File: config.mk
export PLATFORM = sky130hd
export DESIGN_NAME = ffl_ctrl
export DESIGN_NICKNAME = d
export VERILOG_FILES = /design/src/rtl/ffl_pkg.sv /design/src/rtl/ffl_seq_cnt.sv /design/src/rtl/ffl_addr_inc.sv /design/src/rtl/ffl_addr_mul.sv /design/src/rtl/ffl_fsm.sv /design/src/rtl/ffl_ctrl.sv
export SDC_FILE = /design/constraint.sdc
export NUM_CORES = 1
export LEC_CHECK = 0
export ABC_AREA = 1
export BUFFER_PORTS_ARGS = -buffer_cell sky130_fd_sc_hd__clkbuf_2
export CAP_MARGIN = 20
export CELL_PAD_IN_SITES_DETAIL_PLACEMENT = 0
export CELL_PAD_IN_SITES_GLOBAL_PLACEMENT = 1
export CORE_ASPECT_RATIO = 1.1
export CORE_MARGIN = 5
export CORE_UTILIZATION = 37
export DETAILED_ROUTE_END_ITERATION = 10
export GPL_TIMING_DRIVEN = 0
export PLACE_DENSITY_LB_ADDON = 0.15
export SYNTH_ARGS = -nofsm -noshare
export SYNTH_HDL_FRONTEND = slang
export SYNTH_HIERARCHICAL = 1
export SYNTH_SLANG_ARGS = --single-unit
File: constraint.sdc
create_clock -name clk -period 5.1 [get_ports clk]
set_input_delay 0.765 -clock clk [delete_from_list [all_inputs] [get_ports clk]]
set_output_delay 0.765 -clock clk [all_outputs]
set_load 0.005 [all_outputs]
File: src/rtl/ffl_pkg.sv
package ffl_pkg;

   typedef enum logic [2:0] {
      ST_IDLE  = 3'd0,
      ST_ISSUE = 3'd1,
      ST_WAIT  = 3'd2,
      ST_TRAP  = 3'd3,
      ST_DONE  = 3'd4
   } ffl_state_e;

   localparam int EEW_SEL_W = 2;

endpackage

File: src/rtl/ffl_seq_cnt.sv
// Segment / field position counter of the sequencer.
module ffl_seq_cnt #(
   parameter int VLW = 8,
   parameter int NFW = 3
) (
   input  logic           clk,
   input  logic           rst,
   input  logic           load,
   input  logic           adv,
   input  logic [VLW-1:0] seg_init,
   input  logic [VLW-1:0] seg_lim,
   input  logic [NFW-1:0] fld_max,
   output logic [VLW-1:0] seg,
   output logic [NFW-1:0] fld,
   output logic           fld_last,
   output logic           seg_last
);
   localparam int SW = VLW + 1;

   logic [VLW-1:0] seg_q;
   logic [VLW-1:0] lim_q;
   logic [NFW-1:0] fld_q;
   logic [NFW-1:0] fmax_q;
   logic [SW-1:0]  seg_inc;

   always_ff @(posedge clk) begin
      if (rst) begin
         seg_q  <= '0;
         lim_q  <= '0;
         fld_q  <= '0;
         fmax_q <= '0;
      end else if (load) begin
         seg_q  <= seg_init;
         lim_q  <= seg_lim;
         fld_q  <= '0;
         fmax_q <= fld_max;
      end else if (adv) begin
         if (fld_q == fmax_q) begin
            fld_q <= '0;
            seg_q <= seg_q + 1'b1;
         end else begin
            fld_q <= fld_q + 1'b1;
         end
      end
   end

   assign seg_inc  = {1'b0, seg_q} + SW'(1);
   assign seg_last = (seg_inc == {1'b0, lim_q});
   assign fld_last = (fld_q == fmax_q);
   assign seg      = seg_q;
   assign fld      = fld_q;

endmodule

File: src/rtl/ffl_addr_inc.sv
// Address variant: one start-offset multiply, then a running adder.
module ffl_addr_inc #(
   parameter int AW  = 32,
   parameter int VLW = 8,
   parameter int NFW = 3
) (
   input  logic           clk,
   input  logic           rst,
   input  logic           load,
   input  logic           adv,
   input  logic [AW-1:0]  base,
   input  logic [1:0]     eew_sel,
   input  logic [NFW-1:0] fld_max,
   input  logic [VLW-1:0] seg_init,
   output logic [AW-1:0]  addr
);
   localparam int FW = NFW + 1;
   localparam int IW = VLW + FW;

   logic [AW-1:0] addr_q;
   logic [1:0]    sel_q;
   logic [IW-1:0] idx_init;
   logic [AW-1:0] step;

   assign idx_init = IW'(seg_init) * IW'(FW'(fld_max) + FW'(1));
   assign step     = AW'(1) << sel_q;

   always_ff @(posedge clk) begin
      if (rst) begin
         addr_q <= '0;
         sel_q  <= '0;
      end else if (load) begin
         addr_q <= base + (AW'(idx_init) << eew_sel);
         sel_q  <= eew_sel;
      end else if (adv) begin
         addr_q <= addr_q + step;
      end
   end

   assign addr = addr_q;

endmodule

File: src/rtl/ffl_addr_mul.sv
// Address variant: recomputed every cycle from the segment/field position.
module ffl_addr_mul #(
   parameter int AW  = 32,
   parameter int VLW = 8,
   parameter int NFW = 3
) (
   input  logic           clk,
   input  logic           rst,
   input  logic           load,
   input  logic [AW-1:0]  base,
   input  logic [1:0]     eew_sel,
   input  logic [NFW-1:0] fld_max,
   input  logic [VLW-1:0] seg,
   input  logic [NFW-1:0] fld,
   output logic [AW-1:0]  addr
);
   localparam int FW = NFW + 1;
   localparam int IW = VLW + FW;

   logic [AW-1:0]  base_q;
   logic [1:0]     sel_q;
   logic [NFW-1:0] fmax_q;
   logic [IW-1:0]  idx;

   always_ff @(posedge clk) begin
      if (rst) begin
         base_q <= '0;
         sel_q  <= '0;
         fmax_q <= '0;
      end else if (load) begin
         base_q <= base;
         sel_q  <= eew_sel;
         fmax_q <= fld_max;
      end
   end

   assign idx  = IW'(seg) * IW'(FW'(fmax_q) + FW'(1)) + IW'(fld);
   assign addr = base_q + (AW'(idx) << sel_q);

endmodule

File: src/rtl/ffl_fsm.sv
// Control state machine: issue, wait, fault resolution, completion.
module ffl_fsm
   import ffl_pkg::*;
#(
   parameter int VLW = 8
) (
   input  logic           clk,
   input  logic           rst,
   input  logic           start,
   input  logic           is_store,
   input  logic [VLW-1:0] vstart,
   input  logic [VLW-1:0] vl,
   input  logic           rsp_valid,
   input  logic           rsp_fault,
   input  logic           fld_last,
   input  logic           seg_last,
   input  logic [VLW-1:0] seg,
   output logic           load,
   output logic           adv,
   output logic           req_valid,
   output logic           trap,
   output logic           vl_update,
   output logic [VLW-1:0] new_vl,
   output logic           done,
   output logic           idle
);
   ffl_state_e     state_q, state_d;
   logic           trim_q;
   logic [VLW-1:0] nvl_q;
   logic           fault_seen;

   assign fault_seen = (state_q == ST_WAIT) && rsp_valid && rsp_fault;

   always_comb begin
      state_d = state_q;
      load    = 1'b0;
      adv     = 1'b0;
      unique case (state_q)
         ST_IDLE: begin
            if (start && !is_store) begin
               load    = 1'b1;
               state_d = (vstart >= vl) ? ST_DONE : ST_ISSUE;
            end
         end
         ST_ISSUE: state_d = ST_WAIT;
         ST_WAIT: begin
            if (rsp_valid) begin
               if (rsp_fault) begin
                  state_d = ST_TRAP;
               end else begin
                  adv     = 1'b1;
                  state_d = (fld_last && seg_last) ? ST_DONE : ST_ISSUE;
               end
            end
         end
         ST_TRAP: state_d = ST_DONE;
         ST_DONE: state_d = ST_IDLE;
         default: state_d = ST_IDLE;
      endcase
   end

   always_ff @(posedge clk) begin
      if (rst) begin
         state_q <= ST_IDLE;
         trim_q  <= 1'b0;
         nvl_q   <= '0;
      end else begin
         state_q <= state_d;
         if (fault_seen) begin
            trim_q <= (seg != '0);
            if (seg != '0) nvl_q <= seg;
         end
      end
   end

   assign req_valid = (state_q == ST_ISSUE);
   assign trap      = (state_q == ST_TRAP) && !trim_q;
   assign vl_update = (state_q == ST_TRAP) && trim_q;
   assign done      = (state_q == ST_DONE);
   assign idle      = (state_q == ST_IDLE);
   assign new_vl    = nvl_q;

endmodule

File: src/rtl/ffl_ctrl.sv
// Fault-only-first segmented load sequencer, top level.
module ffl_ctrl #(
   parameter int AW        = 32,
   parameter int VLW       = 8,
   parameter int NFW       = 3,
   parameter bit MULT_ADDR = 1'b0
) (
   input  logic           clk,
   input  logic           rst,
   input  logic           start,
   input  logic           is_store,
   input  logic [AW-1:0]  base_addr,
   input  logic [1:0]     eew_sel,
   input  logic [NFW-1:0] nf_m1,
   input  logic [VLW-1:0] vl,
   input  logic [VLW-1:0] vstart,
   output logic           req_valid,
   output logic [AW-1:0]  req_addr,
   input  logic           rsp_valid,
   input  logic           rsp_fault,
   output logic           trap,
   output logic [VLW-1:0] new_vl,
   output logic           vl_update,
   output logic           done
);
   localparam int IW = VLW + NFW + 1;

   if (AW < IW + 3) begin : g_chk_aw
      $error("ffl_ctrl: AW must hold the largest element byte offset");
   end
   if (VLW < 1 || NFW < 1) begin : g_chk_w
      $error("ffl_ctrl: VLW and NFW must be at least 1");
   end

   logic           load, adv, fld_last, seg_last, at_idle;
   logic [VLW-1:0] seg;
   logic [NFW-1:0] fld;

   ffl_fsm #(.VLW(VLW)) u_fsm (
      .clk       (clk),
      .rst       (rst),
      .start     (start),
      .is_store  (is_store),
      .vstart    (vstart),
      .vl        (vl),
      .rsp_valid (rsp_valid),
      .rsp_fault (rsp_fault),
      .fld_last  (fld_last),
      .seg_last  (seg_last),
      .seg       (seg),
      .load      (load),
      .adv       (adv),
      .req_valid (req_valid),
      .trap      (trap),
      .vl_update (vl_update),
      .new_vl    (new_vl),
      .done      (done),
      .idle      (at_idle)
   );

   ffl_seq_cnt #(.VLW(VLW), .NFW(NFW)) u_cnt (
      .clk      (clk),
      .rst      (rst),
      .load     (load),
      .adv      (adv),
      .seg_init (vstart),
      .seg_lim  (vl),
      .fld_max  (nf_m1),
      .seg      (seg),
      .fld      (fld),
      .fld_last (fld_last),
      .seg_last (seg_last)
   );

   if (MULT_ADDR) begin : g_addr_mul
      ffl_addr_mul #(.AW(AW), .VLW(VLW), .NFW(NFW)) u_addr (
         .clk     (clk),
         .rst     (rst),
         .load    (load),
         .base    (base_addr),
         .eew_sel (eew_sel),
         .fld_max (nf_m1),
         .seg     (seg),
         .fld     (fld),
         .addr    (req_addr)
      );
   end else begin : g_addr_inc
      logic [NFW-1:0] fld_nc;
      assign fld_nc = fld;
      ffl_addr_inc #(.AW(AW), .VLW(VLW), .NFW(NFW)) u_addr (
         .clk      (clk),
         .rst      (rst),
         .load     (load),
         .adv      (adv),
         .base     (base_addr),
         .eew_sel  (eew_sel),
         .fld_max  (nf_m1),
         .seg_init (vstart),
         .addr     (req_addr)
      );
   end

endmodule

==> results.yml, run 1 <==
outcome:
  status: "finished, final reports clean"
power_and_ir_drop:
  p_switching_mw: 0.952
  peakVddDrop_mv: 0.164
  cellPowerDensity_nw_per_um2: 251
  comb_power_share_pct: 43.5
  p_total_mw: 2.40
  power_frac_clock_pct: 30.1
  p_int_mw: 1.44
  p_sw_share_pct: 39.8
  p_leak_nw: 4.67
  power_frac_seq_pct: 26.4
synth:
  synth_top_area_share_pct: 18.6
  yosys.area_share.simple_pct: 42.6
  yosys.cell_types.count: 51
  synthTopCellsByArea: "nand2_1, dfxtp_1, inv_1"
  ys_ff_latch: 68
  synth_top_family_by_area: "simple AND/OR/NAND/NOR gates"
  synth_xor_area_share_pct: 2.53
  synthMuxAreaShare_pct: 0.131
  syn_area_um2: 7630
  seq_area_frac_synth_pct: 17.8
  postSynthAreaPerCell_um2: 5.78
  synthArstFlopShare_pct: 0
  yosysTopAreaCell: "nand2_1"
  yosys_warnings: 6
  synth_fa_ha_area_share_pct: 11.4
  synth_edf_count: 0
  yosysMostFrequentCell: "nand2_1"
  yosys_most_used_dff: "dfxtp_1"
  ys_top_cells_by_count: "nand2_1, inv_1, nand3_1"
  synth_cells: 1319
  synth_fp_nets: 1439
  synth_compound_area_share_pct: 12.8
detailed_routing:
  via_count: 8578
  drt.antenna.violating_nets: 0
  via_per_inst: 5.03
  wl_per_cell_um: 14.7
  routed_wl_um: 25100
  drtIter0Drc: 493
  drtPass1Iterations: 5
  drc_errors: 0
cells_and_area:
  drive_gt1_share_pct: 21.8
  layout.nets: 1564
  multiInputGateArea_um2: 5940
  antenna_cells: 0
  fillers: 2254
  regArea_um2: 1360
  fin_area_um2: 9550
  syn2layout_area_growth_pct: 25.2
timing:
  timing.fmax_mhz: 202
  relSlewSlack_pct: 53.6
  hold_viol: 0
  slew_viol_final: 0
  fin_crit_sh_pct: 96.9
  min_period_ns: 4.94
  worst_pin_slew_ns: 0.696
  grt_setup_unrepaired: "true"
  setup_viol: 0
  finClkSkew_ns: 0.00965
floorplan:
  dieArea_um2: 23600
  core.rowCount: 55
  die_w_um: 147
  boundaryPins: 103
  core_um2: 20400
  initial_core_util_pct: 37.3
  dieHeight_um: 161
grt:
  grt_max_degree: 13
  gr-total-overflow: 0
  grt_first_pass_wirelength_um: 41200
  first_global_vias: 8168
  track_usage_pct: 21.2
  antenna_found_initial: 0
place:
  place_area_um2: 8470
  hpwl_um: 20300
  port_buffers: 101
  finalWeightedCongestion: 0.914
clocking:
  clock_path_buffers: 2
  h-tree-depth: 3
  cts_tree: "built"
  clock-sinks: 68
  clk_latency_ns: 0.34
  clkTransAtPathRegs_ns: 0.06
  cts_made_buffers: 9
  cts_root_buf: "clkbuf_16"
worst_setup_path:
  worst_setup_path_start_kind: "input port"
  r2r_cells: 10
  cp_data_required_time_ns: 5.34
  cp.arrival_ns: 5.19
  crit_start: "nf_m1[1]"
  reg2reg_to: "g_addr_inc.u_addr/addr[31]$_SDFFE_PP0P_"
  cp_max_fo: 7
  r2r-start: "u_fsm/state_q[1]$_SDFFE_PP0P_"
  ff2ff_setup_slack_ns: 2.47
  cp-end-kind: "register"
  path_class: "input port to register"
hold_path:
  worstHoldStart: "u_fsm/new_vl[7]$_SDFFE_PP0P_"
  min_to: "u_fsm/new_vl[7]$_SDFFE_PP0P_"
  hold_path.class: "register to register"
  hold-path-cell-count: 2
flow_run:
  drv_cap: 0
[worst max-delay path, cell delays in order]
cell	delay [ns]
buf_4	0.14
ha_4	0.17
xnor2_4	0.16
or2_4	0.27
fa_1	0.50
inv_1	0.06
fa_2	0.50
fa_2	0.43
a21oi_4	0.15
o21ai_4	0.09
xor2_2	0.16
o21ai_1	0.16
nor2_1	0.07
a31oi_1	0.16
ha_1	0.29
buf_4	0.15
nand2_1	0.11
inv_2	0.05
nand2_1	0.06
nand2_1	0.07
nand2_2	0.09
nand3_4	0.10
nand2_2	0.09
nand3_1	0.08
nand3_2	0.10
nand3_1	0.07
nand2_1	0.07
inv_1	0.04
[state kept, by name, summed over array words and instances (netlist names)]
| name | flops |
|---|---|
| g_addr_inc.u_addr/addr | 32 |
| g_addr_inc.u_addr/sel_q | 2 |
| u_cnt/lim_q | 8 |
| u_cnt/fmax_q | 3 |
| u_fsm/trim_q | 1 |
| u_fsm/new_vl | 8 |
| u_cnt/seg | 8 |
| u_cnt/fld | 3 |
| u_fsm/state_q | 3 |
[power by group through the flow]
stage,combinational (mW),sequential [mW],clock (mW)
floorplan,0.587,0.625,0
global placement,0.840,0.643,0
detailed placement,0.842,0.643,0
CTS,0.902,0.632,0.743
global route,1.18,0.640,0.760
finish,1.04,0.633,0.720
[logic make-up (layout without fill, tap and decap cells)]
family | after synthesis | after routing
AOI/OAI and AO/OA | 182 | 182
xor gates and xnor gates | 22 | 22
adders and majority gates | 61 | 61
buffers and inverters | 252 | 382
DFF | 68 | 68
muxes | 1 | 1
and+or+nand+nor | 733 | 733
[final cells by class]
cell class	count	area share (%)
multi-input cells	999	62.2
flip-flops and latches	68	14.3
inverters	225	8.86
repair buffers	115	6.52
well taps	256	3.35
clock buffers	10	2.40
plain buffers	26	1.27
clock inverters	6	1.17
[worst max path at each step]
stage,end,depth (start not counted)
final,g_addr_inc.u_addr/addr[28]$_SDFFE_PP0P_,28
after global routing,g_addr_inc.u_addr/addr[24]$_SDFFE_PP0P_,28
after CTS,g_addr_inc.u_addr/addr[15]$_SDFFE_PP0P_,30
after detailed placement,g_addr_inc.u_addr/addr[13]$_SDFFE_PP0P_,29
after global placement,g_addr_inc.u_addr/addr[13]$_SDFFE_PP0P_,29
after floorplan,g_addr_inc.u_addr/addr[28]$_SDFFE_PP0P_,31
[repair_timing]
action                                  4_1_cts  5_1_grt
setup buffers                                 4        8
endpoints found under the hold margin         0        0
pin swaps                                     8       50
endpoints found under the setup margin       25       25
resized for setup                            41      113
gates cloned                                  0        0
hold buffers                                  0        0
[cell usage in the layout, fill, tap and decap left out, types with 8 or more instances in the layout]
cell type and instances:
nand4_1 23, nand3_1 107, fa_1 12, inv_1 211
nand2_2 40, a21oi_2 17, ha_1 32, nor2_2 21
o21ai_0 64, clkbuf_1 17, nor3_1 10, inv_2 12
clkbuf_2 99, ha_4 14, nor2_1 115, o21ai_1 15
nand2_1 347, clkbuf_16 9, a21oi_1 57, nand3_2 25
nor3_2 8, xor2_1 11, buf_4 15, dfxtp_1 68
nand3b_1 10
[through the flow]
stage | std cells | setup slack, ns | hold slack [ns] | TNS [ns] | util [%]
after detailed placement | 1677 | -1.18 | 0.455 | -22.71 | 41.4
after global placement | 1676 | -1.21 | 0.452 | -22.93 | 41.4
after CTS | 1696 | 0.00317 | 0.462 | 0 | 44.2
after global routing | 1705 | -0.0646 | 0.499 | -0.503 | 46.7
after floorplan | 1319 | 0.0329 | 0.445 | 0 | -
final | 1705 | 0.157 | 0.462 | 0 | 46.7
[layer usage]
| layer | vias to the layer above | part of all wire, % | track usage [%] |
|---|---|---|---|
| met4 | 0 | 1.5 | 5.00 |
| met3 | 23 | 3.8 | 2.14 |
| met2 | 159 | 45 | 34.8 |
| li1 | 4463 | - | - |
| met1 | 3933 | 49 | 30.2 |
| met5 | - | 0 | 0 |
Power figures use the tool's default switching activity.
==> inputs of run 2 (changes only) <==
--- a/config.mk
+++ b/config.mk
@@ -15,7 +15,7 @@
 export CORE_UTILIZATION = 37
 export DETAILED_ROUTE_END_ITERATION = 10
 export GPL_TIMING_DRIVEN = 0
-export PLACE_DENSITY_LB_ADDON = 0.15
+export PLACE_DENSITY_LB_ADDON = 0.1
 export SYNTH_ARGS = -nofsm -noshare
 export SYNTH_HDL_FRONTEND = slang
 export SYNTH_HIERARCHICAL = 1
==> run 2 against run 1 <==
- flip-flop and latch count unchanged
- critical path depth increased by 4
- sequential power about the same
- largest power group unchanged
- first-iteration DRC count increased by 2.4%
- setup slack improved by 0.048 ns
- critical path type unchanged
- via count increased by 0.31%
- global-route usage decreased by 0.19 points
==> results.yml, run 2 (synthesis results as in run 1) <==
outcome:
  status: "finished, final reports clean"
grt:
  track_usage_pct: 21.1
  first_global_vias: 7993
  antenna_found_initial: 1
  grt_max_degree: 13
  grt_first_pass_wirelength_um: 40800
  gr-total-overflow: 0
floorplan:
  die_w_um: 147
  core_um2: 20400
  boundaryPins: 103
  initial_core_util_pct: 37.3
  dieArea_um2: 23600
  dieHeight_um: 161
  core.rowCount: 55
cells_and_area:
  largest_reg_flops: 32
  fillers: 2250
  final_cell_mix: "nand2_1, inv_1, nor2_1, nand3_1, clkbuf_2"
  drive_gt1_share_pct: 21.4
  fin_util_pct: 46.6
  layout.nets: 1566
  final_common_cell: "nand2_1"
  syn2layout_area_growth_pct: 24.8
timing:
  min_period_ns: 4.90
  worst_slack_ns: 0.205
  relSlewSlack_pct: 31.3
  setup_viol: 0
  fin_crit_sh_pct: 96.0
  timing.fmax_mhz: 204
  slew_viol_final: 0
  finClkSkew_ns: 0.00790
  setup_tns_ns: 0
  worst_pin_slew_ns: 1.03
  hold_viol: 0
  holdWs_ns: 0.462
  grt_setup_unrepaired: "true"
detailed_routing:
  drtIter0Drc: 505
  wl_per_cell_um: 14.9
  drtPass1Iterations: 5
  via_count: 8605
  drc_errors: 0
  drt.antenna.violating_nets: 0
  via_per_inst: 5.04
  routed_wl_um: 25400
power_and_ir_drop:
  p_leak_nw: 4.66
  cellPowerDensity_nw_per_um2: 249
  peakVddDrop_mv: 0.144
  p_total_mw: 2.37
worst_setup_path:
  worst_setup_path_start_kind: "input port"
  crit_top_cell: "nand2_2"
  slowest_delay_ns: 0.50
  ff2ff_setup_slack_ns: 1.97
  cp_data_required_time_ns: 5.33
  cp_top_family: "adder cells"
  cp_max_fo: 6
  critPathBufInv: 4
  cp_slowest_cell: "fa_2"
  cp.arrival_ns: 5.13
  path_class: "input port to register"
  cp-end-kind: "register"
clocking:
  cts_made_buffers: 9
  clk_latency_ns: 0.33
  h-tree-depth: 3
  cts_tree: "built"
  clock-sinks: 68
  cts_root_buf: "clkbuf_16"
  clkTransAtPathRegs_ns: 0.06
  cts_hold_buffers: 0
  clock_path_buffers: 2
place:
  finalWeightedCongestion: 0.902
  hpwl_um: 20300
  port_buffers: 101
  preCtsSetupSlack_ns: -1.19
hold_path:
  hold_path.class: "register to register"
flow_run:
  drv_cap: 0
## run 2: worst min-delay path: cells and delay by family, from the launching register on
family	cells	cell delay, ns
AO/OA/AOI/OAI	1	0.05
flip-flops	1	0.31
AND/OR/NAND/NOR	1	0.06
## run 2: layout make-up
| cell class | instances | area (um2) | share of cell area [%] |
|---|---|---|---|
| multi-input combinational | 999 | 5880 | 61.8 |
| sequential | 68 | 1360 | 14.3 |
| inverter | 225 | 846 | 8.89 |
| timing repair buffer | 117 | 658 | 6.91 |
| tap | 256 | 320 | 3.37 |
| clock buffer | 10 | 239 | 2.51 |
| buffer | 26 | 121 | 1.28 |
| clock inverter | 6 | 86.3 | 0.907 |
| antenna | 1 | 2.50 | 0.0263 |
## run 2: stage by stage
stage          instance area (um2)  std cells
2_1_floorplan                 7630       1319
3_3_place_gp                  8450       1676
3_5_place_dp                  8470       1677
4_1_cts                       9030       1701
5_1_grt                       9520       1708
6_report                      9520       1708
## run 2: final timing paths
kind                                             end  depth (start not counted)                     startpoint
min                     u_fsm/new_vl[4]$_SDFFE_PP0P_                          2   u_fsm/new_vl[4]$_SDFFE_PP0P_
max          g_addr_inc.u_addr/addr[31]$_SDFFE_PP0P_                         32                       nf_m1[0]
max reg2reg  g_addr_inc.u_addr/addr[31]$_SDFFE_PP0P_                          9  u_fsm/state_q[0]$_SDFFE_PP0P_
min reg2reg             u_fsm/new_vl[4]$_SDFFE_PP0P_                          2   u_fsm/new_vl[4]$_SDFFE_PP0P_
## run 2: timing repair
| item | CTS | global route |
|---|---|---|
| buffers inserted | 9 | 6 |
| resized for setup | 39 | 108 |
| setup endpoints to repair | 25 | 25 |
| pin swaps | 11 | 55 |
| hold endpoints to repair | 0 | 0 |
## run 2: power by group
group / leakage [nW] / internal, mW / switching (mW)
Clock: 0.159 / 0.442 / 0.251
Combinational: 3.95 / 0.394 / 0.651
Sequential: 0.556 / 0.573 / 0.0600
## run 2: layer usage
layer  up-vias  GRT usage, %  wire, um
met5         -             0         0
met3        22          2.09      1160
met1      3921          31.1     12600
met4         0          4.75       284
met2       189          33.1     11300
li1       4473             -         -
==> inputs of run 3 (changes only) <==
--- a/config.mk
+++ b/config.mk
@@ -8,7 +8,7 @@
 export ABC_AREA = 1
 export BUFFER_PORTS_ARGS = -buffer_cell sky130_fd_sc_hd__clkbuf_2
 export CAP_MARGIN = 20
-export CELL_PAD_IN_SITES_DETAIL_PLACEMENT = 0
+export CELL_PAD_IN_SITES_DETAIL_PLACEMENT = 1
 export CELL_PAD_IN_SITES_GLOBAL_PLACEMENT = 1
 export CORE_ASPECT_RATIO = 1.1
 export CORE_MARGIN = 5
==> run 3 against run 2 <==
- combinational power rose by 7%
- setup slack lost 0.058 ns
- sequential power about the same
- critical path type unchanged
- largest power group unchanged
==> results.yml, run 3 (synthesis results as in run 1) <==
worst_setup_path:
  cp.arrival_ns: 5.18
  cp_top_family: "adder cells"
  cp_max_fo: 5
  path_class: "input port to register"
  crit_top_cell: "nand2_2"
  worst_setup_path_start_kind: "input port"
  cp_slowest_cell: "fa_2"
  r2r-start: "u_fsm/state_q[0]$_SDFFE_PP0P_"
  ff2ff_setup_slack_ns: 1.89
  cp_data_required_time_ns: 5.33
  slowest_delay_ns: 0.50
  cp-end-kind: "register"
  reg2reg_to: "g_addr_inc.u_addr/addr[31]$_SDFFE_PP0P_"
  critPathBufInv: 3
  r2r_cells: 9
clocking:
  h-tree-depth: 3
  cts_root_buf: "clkbuf_16"
  cts_tree: "built"
  clkTransAtPathRegs_ns: 0.06
  clock-sinks: 68
  clock_path_buffers: 2
  clk_latency_ns: 0.33
  cts_made_buffers: 9
floorplan:
  initial_core_util_pct: 37.3
  dieHeight_um: 161
  boundaryPins: 103
  dieArea_um2: 23600
  core.rowCount: 55
  core_um2: 20400
  die_w_um: 147
cells_and_area:
  final_cell_mix: "nand2_1, inv_1, nor2_1, nand3_1, clkbuf_2"
  fillers: 2853
  largest_reg_flops: 32
  syn2layout_area_growth_pct: 25.4
  final_common_cell: "nand2_1"
  antenna_cells: 0
  layout.nets: 1571
  drive_gt1_share_pct: 22.1
  fin_area_um2: 9560
timing:
  setup_viol: 0
  min_period_ns: 4.95
  hold_viol: 0
  worst_pin_slew_ns: 1.06
  relSlewSlack_pct: 28.9
  finClkSkew_ns: 0.00797
  timing.fmax_mhz: 202
  grt_setup_unrepaired: "true"
  worst_slack_ns: 0.147
  slew_viol_final: 0
  fin_crit_sh_pct: 97.1
flow_run:
  drv_cap: 0
place:
  hpwl_um: 22400
  finalWeightedCongestion: 0.902
  port_buffers: 101
  preCtsSetupSlack_ns: -1.27
  place_area_um2: 8470
grt:
  use_met2_pct: 39.6
  busiest_layer: "met2"
  track_usage_pct: 23.2
  gr-total-overflow: 0
  antenna_found_initial: 0
  met1_usage_pct: 31.8
  grt_first_pass_wirelength_um: 45100
  met3_usage_pct: 2.31
  first_global_vias: 9116
  grt_max_degree: 12
detailed_routing:
  via_count: 8941
  drtIter0Drc: 419
  drc_errors: 0
  drtPass1Iterations: 5
  via_per_inst: 5.22
  wl_per_cell_um: 16.5
  drt.antenna.violating_nets: 0
  routed_wl_um: 28200
outcome:
  status: "finished, final reports clean"
power_and_ir_drop:
  peakVddDrop_mv: 0.145
  cellPowerDensity_nw_per_um2: 249
  p_leak_nw: 4.68
  p_total_mw: 2.38
hold_path:
  hold_path.class: "register to register"
  hold-path-cell-count: 2
  min_to: "u_cnt/lim_q[3]$_SDFFE_PP0P_"
  worstHoldStart: "u_cnt/lim_q[3]$_SDFFE_PP0P_"
run 3: how the worst max path moves through the flow:
stage / start / slack, ns / cells after the start / to
global route: nf_m1[0] / -0.1 / 32 / g_addr_inc.u_addr/addr[31]$_SDFFE_PP0P_
floorplan: nf_m1[0] / 0.03 / 31 / g_addr_inc.u_addr/addr[28]$_SDFFE_PP0P_
CTS: nf_m1[1] / 0.0007 / 28 / g_addr_inc.u_addr/addr[15]$_SDFFE_PP0P_
finish: nf_m1[0] / 0.15 / 30 / g_addr_inc.u_addr/addr[31]$_SDFFE_PP0P_
detailed placement: nf_m1[0] / -1.27 / 29 / g_addr_inc.u_addr/addr[13]$_SDFFE_PP0P_
global placement: nf_m1[0] / -1.22 / 29 / g_addr_inc.u_addr/addr[13]$_SDFFE_PP0P_
run 3: layout make-up:
type	count	area (um2)	share of cell area (%)
Multi-Input combinational cell	999	5920	61.9
Sequential cell	68	1360	14.2
Inverter	225	846	8.84
Timing Repair Buffer	122	699	7.31
Tap cell	256	320	3.35
Clock buffer	12	246	2.58
Buffer	26	121	1.27
Clock inverter	4	48.8	0.510
run 3: timing repair:
action                                  in CTS  in global routing
hold buffers                                 0                  0
gates resized for setup                     52                107
hold endpoints to repair                     0                  0
pin swaps                                   21                 52
endpoints found under the setup margin      26                 25
setup buffers                               11                 10
run 3: routing by layer:
metal,vias up,part of all wire [%]
li1,4465,-
met1,4329,48
met2,123,48
met3,24,2.6
met4,0,1.3
met5,-,0
run 3: tightest hold or removal path: stages, from the launching register on:
cell     delay, ns
dfxtp_1       0.31
inv_1         0.07
a21oi_1       0.06
run 3: stage by stage:
step	hold slack, ns	utilization (%)	setup TNS, ns	instances
floorplan	0.445	-	0	1319
global placement	0.453	41.4	-22.76	1676
detailed placement	0.472	41.4	-24.68	1677
CTS	0.482	44.3	0	1702
global route	0.496	46.8	-0.588	1712
finish	0.480	46.8	0	1712
run 3: power breakdown:
part           internal (mW)  switching, mW
registers              0.573         0.0625
clock network          0.392          0.245
logic                  0.414          0.692
total                   1.38           1.00
